File: src/rtl/qword_bcast_load.sv
module qword_bcast_load #(
  parameter int VL          = 512,
  parameter int SP_ALIGN_LG = 4
) (
  input  logic          clk,
  input  logic          rst_n,
  input  logic          start,
  input  logic [63:0]   base_val,
  input  logic          base_is_sp,
  input  logic [63:0]   idx_val,
  input  logic [4:0]    idx_sel,
  input  logic [15:0]   pred,
  input  logic          chk_sp_idle,
  output logic          req_valid,
  input  logic          req_ready,
  output logic [63:0]   req_addr,
  input  logic          rsp_valid,
  input  logic [63:0]   rsp_data,
  input  logic          rsp_err,
  output logic          done,
  output logic          flt_undef,
  output logic          flt_align,
  output logic          flt_mem,
  output logic [VL-1:0] vec_out
);
  localparam int REP = VL / 128;

  typedef enum logic [1:0] {S_IDLE, S_REQ, S_WAIT} st_t;

  st_t          st;
  logic [63:0]  ea_q;
  logic         lane_q;
  logic         act1_q;
  logic [127:0] quad_w;
  logic [127:0] quad_res;

  logic [63:0]  ea_new;
  logic [1:0]   act_new;
  logic         sp_mis;
  logic [127:0] quad_next;

  assign ea_new    = base_val + {idx_val[60:0], 3'b000};
  assign act_new   = {pred[8], pred[0]};
  assign sp_mis    = base_is_sp && (|base_val[SP_ALIGN_LG-1:0]);
  assign quad_next = lane_q ? {rsp_data, quad_w[63:0]} : {quad_w[127:64], rsp_data};
  assign req_valid = (st == S_REQ);
  assign req_addr  = ea_q + (lane_q ? 64'd8 : 64'd0);
  assign vec_out   = {REP{quad_res}};

  always_ff @(posedge clk) begin
    if (!rst_n) begin
      st        <= S_IDLE;
      ea_q      <= '0;
      lane_q    <= 1'b0;
      act1_q    <= 1'b0;
      quad_w    <= '0;
      quad_res  <= '0;
      done      <= 1'b0;
      flt_undef <= 1'b0;
      flt_align <= 1'b0;
      flt_mem   <= 1'b0;
    end else begin
      done      <= 1'b0;
      flt_undef <= 1'b0;
      flt_align <= 1'b0;
      flt_mem   <= 1'b0;
      case (st)
        S_IDLE: if (start) begin
          if (idx_sel == 5'd31) begin
            done      <= 1'b1;
            flt_undef <= 1'b1;
          end else if (sp_mis && ((|act_new) || chk_sp_idle)) begin
            done      <= 1'b1;
            flt_align <= 1'b1;
          end else if (act_new == 2'b00) begin
            done     <= 1'b1;
            quad_res <= '0;
          end else begin
            ea_q   <= ea_new;
            act1_q <= act_new[1];
            lane_q <= ~act_new[0];
            quad_w <= '0;
            st     <= S_REQ;
          end
        end
        S_REQ: if (req_ready) st <= S_WAIT;
        S_WAIT: if (rsp_valid) begin
          if (rsp_err) begin
            done    <= 1'b1;
            flt_mem <= 1'b1;
            st      <= S_IDLE;
          end else if (!lane_q && act1_q) begin
            quad_w <= quad_next;
            lane_q <= 1'b1;
            st     <= S_REQ;
          end else begin
            quad_res <= quad_next;
            done     <= 1'b1;
            st       <= S_IDLE;
          end
        end
        default: st <= S_IDLE;
      endcase
    end
  end

  a_r6_req_hold: assert property (@(posedge clk) disable iff (!rst_n)
    req_valid && !req_ready |=> req_valid && $stable(req_addr));

  a_r7_undef_fault: assert property (@(posedge clk) disable iff (!rst_n)
    start && st == S_IDLE && idx_sel == 5'd31 |=> done && flt_undef && !req_valid);

  a_r10_mem_abort: assert property (@(posedge clk) disable iff (!rst_n)
    st == S_WAIT && rsp_valid && rsp_err |=> done && flt_mem && !req_valid);

  a_r11_one_flag: assert property (@(posedge clk) disable iff (!rst_n)
    $onehot0({flt_undef, flt_align, flt_mem}));

  a_r11_flag_with_done: assert property (@(posedge clk) disable iff (!rst_n)
    (flt_undef || flt_align || flt_mem) |-> done);

  a_r5_vec_on_success: assert property (@(posedge clk) disable iff (!rst_n)
    !$stable(vec_out) |-> done && !flt_undef && !flt_align && !flt_mem);
endmodule

File: config.mk
export PLATFORM = sky130hd
export DESIGN_NAME = qword_bcast_load
export DESIGN_NICKNAME = d
export VERILOG_FILES = /design/src/rtl/qword_bcast_load.sv
export SDC_FILE = /design/constraint.sdc
export NUM_CORES = 1
export LEC_CHECK = 0
export BUFFER_PORTS_ARGS = -buffer_cell sky130_fd_sc_hd__buf_2
export CAP_MARGIN = 0
export CORE_AREA = 2 2 316 318
export DETAILED_ROUTE_END_ITERATION = 8
export DIE_AREA = 0 0 318 320
export MAX_ROUTING_LAYER = met4
export PLACE_DENSITY_LB_ADDON = 0.2
export RECOVER_POWER = 25
export SLEW_MARGIN = 20
export SYNTH_ARGS = -nofsm -noshare
export SYNTH_HDL_FRONTEND = slang
export SYNTH_SLANG_ARGS = --single-unit
export TNS_END_PERCENT = 50
File: constraint.sdc
create_clock -name clk -period 4.6 [get_ports clk]
set_input_delay 0.92 -clock clk [delete_from_list [all_inputs] [get_ports clk]]
set_output_delay 0.92 -clock clk [all_outputs]
set_load 0.01 [all_outputs]
==> results.md, run 1 <==
* Hold/Removal Path Class: flop to flop
* Syn_area_per_cell at 7.455 sq um
* Reg2reg setup slack at 1.90 ns
* GPL Wtd Cong at 0.8330
* Die H at 320 um
* Synth warn at 0
* Sw Ratio at 29.53%
* Number of synthesized register bits at 328
* Die area at 101800 sq um
* Slowest stage delay, CP at 0.41 ns
* Final period utilization at 95.47%
* Tot Pwr at 7.786 mW
* Logic pwr share at 16.4%
* Buffers on Ports at 784
* Mean routed wirelength per cell at 17.97 um
* PwrDens at 321.3 nW/um^2
* DR iter-0 viols at 1154
* Syn Nets at 3049
* Main synth FF type: dfxtp_1
* DRT antenna net count at 0
* CTS tree: done
* Via count at 19.10k
* Sw Pwr at 2.299 mW
* Hold Buf Count CTS at 0
* Area grow syn2layout at 17.54%
* Lkg Pwr at 9.678 nW
* Via/cell ratio at 4.346
* Share of power burned in registers at 38.0%
* Utilization of the core after routing at 24.73%
* Register area share after synthesis at 31.85%
* CTS max path bufs at 3
* Initial Util at 21.04%
* Max cap viols at 1
* Slowest stage cell, crit path: dfxtp_1
* Layout Nets at 3353
* DRT Pass-1 Iters at 8
* Hold WS at 0.4511 ns
* Startpoint types: flop
* Status: finished with violations
* Tightest Pin Transition at 2.798 ns
* Register Area at 6571 sq um
* Num rows at 115
* Peak supply drop at 0.0001950 V
* Filler cells at 11.13k
* Remaining Overflow, GRT at 0
* EDFF count, synth at 0
* TNS Setup at 0 ns
* Reg2reg end: quad_res[62]$_SDFFE_PN0P_
* Detailed Route WL at 78980 um
* Die W at 318 um
* Sink Count at 328
* Crit Path Max Fanout at 5
* Max Slew Vio Count at 44
* R2R depth at 6
* Clk root buf: clkbuf_16
* Clock H-tree levels at 2
* Cell Area, Placed at 22960 sq um
* Mapped Cells at 2765
* Cell-internal power at 5.487 mW
* Reg clk slew, reported paths at 0.06 ns
* Fmax at 0.2277 GHz
* Post-synthesis cell type count at 69
* Core Area at 97990 sq um
* Layout Skew at 0.01876 ns
* Clock power share at 45.6%
* CTS buffer count at 43
* CP Launch Point: ea_q[14]$_SDFFE_PN0P_
* Share of cells above drive strength 1 at 22.51%
* Drc violations at 0
* Hold_sp: quad_w[93]$_SDFFE_PN0P_
* GRT Overall Usage at 15.02%
* CP Cell Sequence: and4_1 > and3_4 > and4_1 > and3_4 > nand3_2 > nor2_4 > and4_4 > nand2_1 > nor3_1 > xor2_1 > buf_2
* CP Class: flop to primary output
* Footprint of the multi-input gates at 10540 sq um
* Initial antenna violation count at 15
* First-pass GRT wire length at 115000 um
* Vias in the first global route at 17.77k
* Reg2reg start: st[1]$_SDFFE_PN0P_
* Hold Vio Cnt, Final at 0
* Violations in the final reports: max-capacitance violations, max-slew violations
* CP Data Required Time at 3.68 ns
* Hold worst-path end: quad_w[93]$_SDFFE_PN0P_
* Largest net degree at the start of global routing at 103
* Hold depth at 2
* Post-synth ARST share at 0%
* Worst slew margin at -86.55%
* Mapped Area at 20610 sq um
* Clock insertion delay at the later pin of the skew report at 0.59 ns
* CP Capture Type: primary output
* Final min period at 4.392 ns
* Crit path DAT at 3.47 ns
* Detailed Place HPWL at 57450 um
* Final Instance Area at 24230 sq um
* Ports at 802
* RSZ-0062 raised after global routing: false
* Endpoints failing setup at 0
[cell usage after synthesis, types with 8 or more instances]
cell	count	share of area (%)
a21boi_0	23	0.84
a21o_1	29	1.1
a21oi_1	353	8.6
a31oi_1	12	0.36
and2_1	10	0.30
and3_1	15	0.46
and4_1	8	0.34
buf_4	388	14
clkbuf_1	155	2.8
dfxtp_1	328	32
ha_1	62	3.8
inv_1	19	0.35
mux2i_1	129	6.3
nand2_1	675	12
nand3_1	44	1.1
nand4_1	32	0.97
nor2_1	179	3.3
nor2b_1	9	0.27
nor3_1	22	0.53
o21ai_0	40	0.97
o21bai_1	15	0.55
or3_1	8	0.24
xnor2_1	77	3.3
xor2_1	32	1.4
[state kept, by name, summed over array words and instances, names as in the netlist]
name and flops:
quad_res 128, flt_mem 1, st 2, flt_align 1
act1_q 1, done 1, quad_w 128, ea_q 64
flt_undef 1, lane_q 1
[repair_timing]
action	CTS	global route
resized for setup	5	9
buffers inserted	0	0
pin swaps	0	1
cloned	0	0
endpoints found under the setup margin	9	15
[stage by stage]
| stage | setup slack [ns] | cells |
|---|---|---|
| floorplan | 1.094 | 2765 |
| global placement | 0.4219 | 4311 |
| detailed placement | 0.4780 | 4311 |
| CTS | 0.005255 | 4388 |
| global route | 0.01431 | 4395 |
| finish | 0.2083 | 4396 |
[layer usage]
metal	routed length (um)	up-vias	global-route usage, %
met3	3369	82	2.400
li1	-	9493	-
met5	0	-	-
met2	39080	567	25.80
met1	35050	8961	18.32
met4	1484	0	3.587
[layout make-up]
cell class	count	share of cell area [%]
Sequential cell	328	27.12
Tap cell	1287	6.646
Inverter	19	0.3253
Timing Repair Buffer	811	16.21
Clock buffer	63	5.329
Clock inverter	14	0.8056
Multi-Input combinational cell	1866	43.48
Antenna cell	8	0.08262
[critical path, delay by kind of cell (launching register included)]
family	cells	cell delay, ns
and+or+nand+nor	9	1.94
buffers and inverters	1	0.21
DFF	1	0.41
xor gates and xnor gates	1	0.33
[cell usage in the layout, fill, tap and decap left out, types with 14 or more instances in the layout]
cell	count
a21boi_0	23
a21o_1	29
a21oi_1	353
and3_1	15
buf_2	561
buf_4	18
clkbuf_1	231
clkbuf_16	43
clkbuf_8	14
dfxtp_1	326
ha_1	62
inv_1	18
mux2i_1	129
nand2_1	674
nand3_1	43
nand4_1	32
nor2_1	179
nor3_1	18
o21ai_0	40
o21bai_1	15
xnor2_1	73
xor2_1	32
[logic make-up (layout without fill, tap and decap cells)]
kind of cell | Yosys count | after routing | synth area share, %
simple gates | 1023 | 1023 | 20.53
compound gates | 541 | 541 | 15.29
xor+xnor | 109 | 109 | 4.631
other cells | 0 | 8 | 0
fa+ha+maj | 63 | 63 | 3.860
mux | 130 | 130 | 6.319
buf+inv | 571 | 907 | 17.51
flops | 328 | 328 | 31.85
[worst max path at each step]
stage / endpoint / slack (ns)
floorplan: ea_q[57]$_SDFFE_PN0P_ / 1.09
global placement: req_addr[57] / 0.42
detailed placement: req_addr[57] / 0.48
CTS: req_addr[49] / 0.005
global route: req_addr[61] / 0.01
finish: req_addr[61] / 0.21
[power by group through the flow]
stage / clock, mW / combinational (mW) / sequential [mW]
floorplan: 0 / 0.832 / 2.99
global placement: 0 / 1.30 / 3.02
detailed placement: 0 / 1.29 / 3.02
CTS: 3.72 / 1.30 / 2.95
global route: 3.79 / 1.41 / 2.96
finish: 3.55 / 1.28 / 2.96
No activity file was read; power rests on OpenSTA's default activity.
==> run 2: changes to the inputs <==
CTS_BUF_LIST = sky130_fd_sc_hd__clkbuf_16   (was unset)
clock period = 4.7 ns   (was 4.6 ns; I/O delays follow)
==> results.md, run 2 (synthesis gave the netlist of run 1 again) <==
* R2R depth at 6 (unchanged)
* Core Area at 97990 sq um (unchanged)
* Initial Util at 21.04% (unchanged)
* Sink Count at 328 (unchanged)
* Final min period at 4.442 ns
* Fmax at 0.2251 GHz
* DR iter-0 viols at 986 (was 1154)
* Wire length on met3 at 3421 um (was 3369 um)
* Initial antenna violation count at 18 (was 15)
* Layout Nets at 3351 (was 3353)
* Violations in the final reports: max-capacitance violations, max-slew violations (unchanged)
* Hold depth at 2 (unchanged)
* Max Slew Vio Count at 46 (was 44)
* Endpoints failing setup at 0 (unchanged)
* Num rows at 115 (unchanged)
* Layout Skew at 0.03139 ns (was 0.01876 ns)
* Mean routed wirelength per cell at 17.78 um (was 17.97 um)
* TNS Setup at 0 ns (unchanged)
* Footprint of the multi-input gates at 10530 sq um (was 10540 sq um)
* Tightest Pin Transition at 2.631 ns (was 2.798 ns)
* Detailed Route WL at 78330 um (was 78980 um)
* Die H at 320 um (unchanged)
* CP Data Required Time at 3.76 ns (was 3.68 ns)
* Detailed Place HPWL at 56410 um (was 57450 um)
* Tot Pwr at 7.683 mW (was 7.786 mW)
* Most frequent cells in the layout: 674 x nand2_1, 562 x buf_2, 353 x a21oi_1 (was 674 x nand2_1, 561 x buf_2, 353 x a21oi_1)
* Status: finished with violations (unchanged)
* Crit Path Max Fanout at 6 (was 5)
* Final period utilization at 94.50%
* Startpoint types: flop (unchanged)
* CP Capture Type: primary output (unchanged)
* Largest net degree at the start of global routing at 129 (was 103)
* Reg2reg start: lane_q$_SDFFE_PN0P_ (was st[1]$_SDFFE_PN0P_)
* Hold Vio Cnt, Final at 0 (unchanged)
* Filler cells at 11.13k (about the same)
* Register Area at 6570 sq um (was 6571 sq um)
* Met2 WL at 38430 um (was 39080 um)
* Commonest non-fill, non-tap cell in the layout: nand2_1 (unchanged)
* Final Instance Area at 24280 sq um (was 24230 sq um)
* GPL Wtd Cong at 0.8182 (was 0.8330)
* Clock H-tree levels at 2 (unchanged)
* Vias in the first global route at 17.70k (was 17.77k)
* Ports at 802 (unchanged)
* Top layer in use: met4 (unchanged)
* CP Class: flop to primary output (unchanged)
* CTS tree: done (unchanged)
* Share of cells above drive strength 1 at 22.11% (was 22.51%)
* Clock insertion delay at the later pin of the skew report at 0.60 ns (was 0.59 ns)
* Worst slew margin at -75.40% (was -86.55%)
* Via/cell ratio at 4.310 (was 4.346)
* Cell Area, Placed at 22970 sq um (was 22960 sq um)
* Setup WS post-layout at 0.2585 ns (was 0.2083 ns)
* Remaining Overflow, GRT at 0 (unchanged)
* Reg clk slew, reported paths at 0.06 ns (about the same)
* PwrDens at 316.4 nW/um^2 (was 321.3 nW/um^2)
* Area grow syn2layout at 17.79% (was 17.54%)
* Hold/Removal Path Class: flop to flop (unchanged)
* Die area at 101800 sq um (unchanged)
* Lkg Pwr at 9.707 nW (was 9.678 nW)
* CP Launch Point: ea_q[13]$_SDFFE_PN0P_ (was ea_q[14]$_SDFFE_PN0P_)
* Via count at 18.99k (was 19.10k)
* Hold_sp: quad_w[31]$_SDFFE_PN0P_ (was quad_w[93]$_SDFFE_PN0P_)
* Post-place setup slack at 0.4914 ns (was 0.4780 ns)
* Metal-1 WL at 34880 um (was 35050 um)
* DRT antenna net count at 0 (unchanged)
* CTS max path bufs at 3 (unchanged)
* GRT Overall Usage at 15.00% (was 15.02%)
* Clk root buf: clkbuf_16 (unchanged)
* Max cap viols at 1 (unchanged)
* Drc violations at 0 (unchanged)
* CTS buffer count at 44 (was 43)
* Hold worst-path end: quad_w[31]$_SDFFE_PN0P_ (was quad_w[93]$_SDFFE_PN0P_)
* Die W at 318 um (unchanged)
* Hold Buf Count CTS at 0 (unchanged)
* RSZ-0062 raised after global routing: false (unchanged)
* Reg2reg end: quad_res[54]$_SDFFE_PN0P_ (was quad_res[62]$_SDFFE_PN0P_)
* DRT Pass-1 Iters at 5 (was 8)
* Buffers on Ports at 784 (unchanged)
* Reg2reg setup slack at 2.25 ns (was 1.90 ns)
* Largest regs: quad_res: 128 flops, quad_w: 128 flops, ea_q: 64 flops (unchanged)
* Crit path DAT at 3.50 ns (was 3.47 ns)
* Peak supply drop at 0.0002029 V (was 0.0001950 V)
* First-pass GRT wire length at 114800 um (was 115000 um)
## run 2: what timing repair did
action | 4_1_cts | 5_1_grt
setup buffers | 0 | 0
endpoints found under the setup margin | 7 | 13
gates resized for setup | 5 | 6
pin swaps | 1 | 0
## run 2: worst max path at each step
stage	slack (ns)	end
after detailed placement	0.49	req_addr[57]
after floorplan	1.17	ea_q[57]$_SDFFE_PN0P_
after CTS	0.003	req_addr[49]
after global placement	0.45	req_addr[57]
final	0.26	req_addr[61]
after global routing	0.008	req_addr[60]
## run 2: metal layers
layer  up-vias  GRT usage [%]
li1       9501              -
met1      8819          18.44
met2       571          25.37
met3        98          2.444
met4         0          4.021
met5         -              -
## run 2: final cells by class
class / count / area share, %
flip-flops and latches: 328 / 27.06
clock inverters: 38 / 1.664
diodes: 16 / 0.1649
inverters: 19 / 0.3246
repair buffers: 808 / 16.24
multi-input cells: 1866 / 43.38
clock buffers: 44 / 4.535
well taps: 1287 / 6.632
## run 2: worst max-delay path, cell delays in order (launching register included)
cell     delay, ns
dfxtp_1       0.43
and4_1        0.27
and3_4        0.22
and4_1        0.24
and3_4        0.21
nand3_2       0.14
nor2_2        0.20
and4_2        0.34
nand2_1       0.12
nor3_2        0.29
xor2_2        0.27
buf_2         0.19
## run 2: through the flow
stage                     utilization (%)  instances  hold slack [ns]
after floorplan                         -       2765           0.4357
after global placement              23.44       4308           0.4436
after detailed placement            23.44       4308           0.4459
after CTS                           25.00       4390           0.4541
after global routing                24.77       4401           0.4712
final                               24.78       4406           0.4540
## run 2: power breakdown
group | internal (mW) | total, mW | switching [mW]
combinational | 0.464 | 1.25 | 0.788
clock | 2.10 | 3.54 | 1.44
sequential | 2.83 | 2.89 | 0.0614
total | 5.40 | 7.68 | 2.28
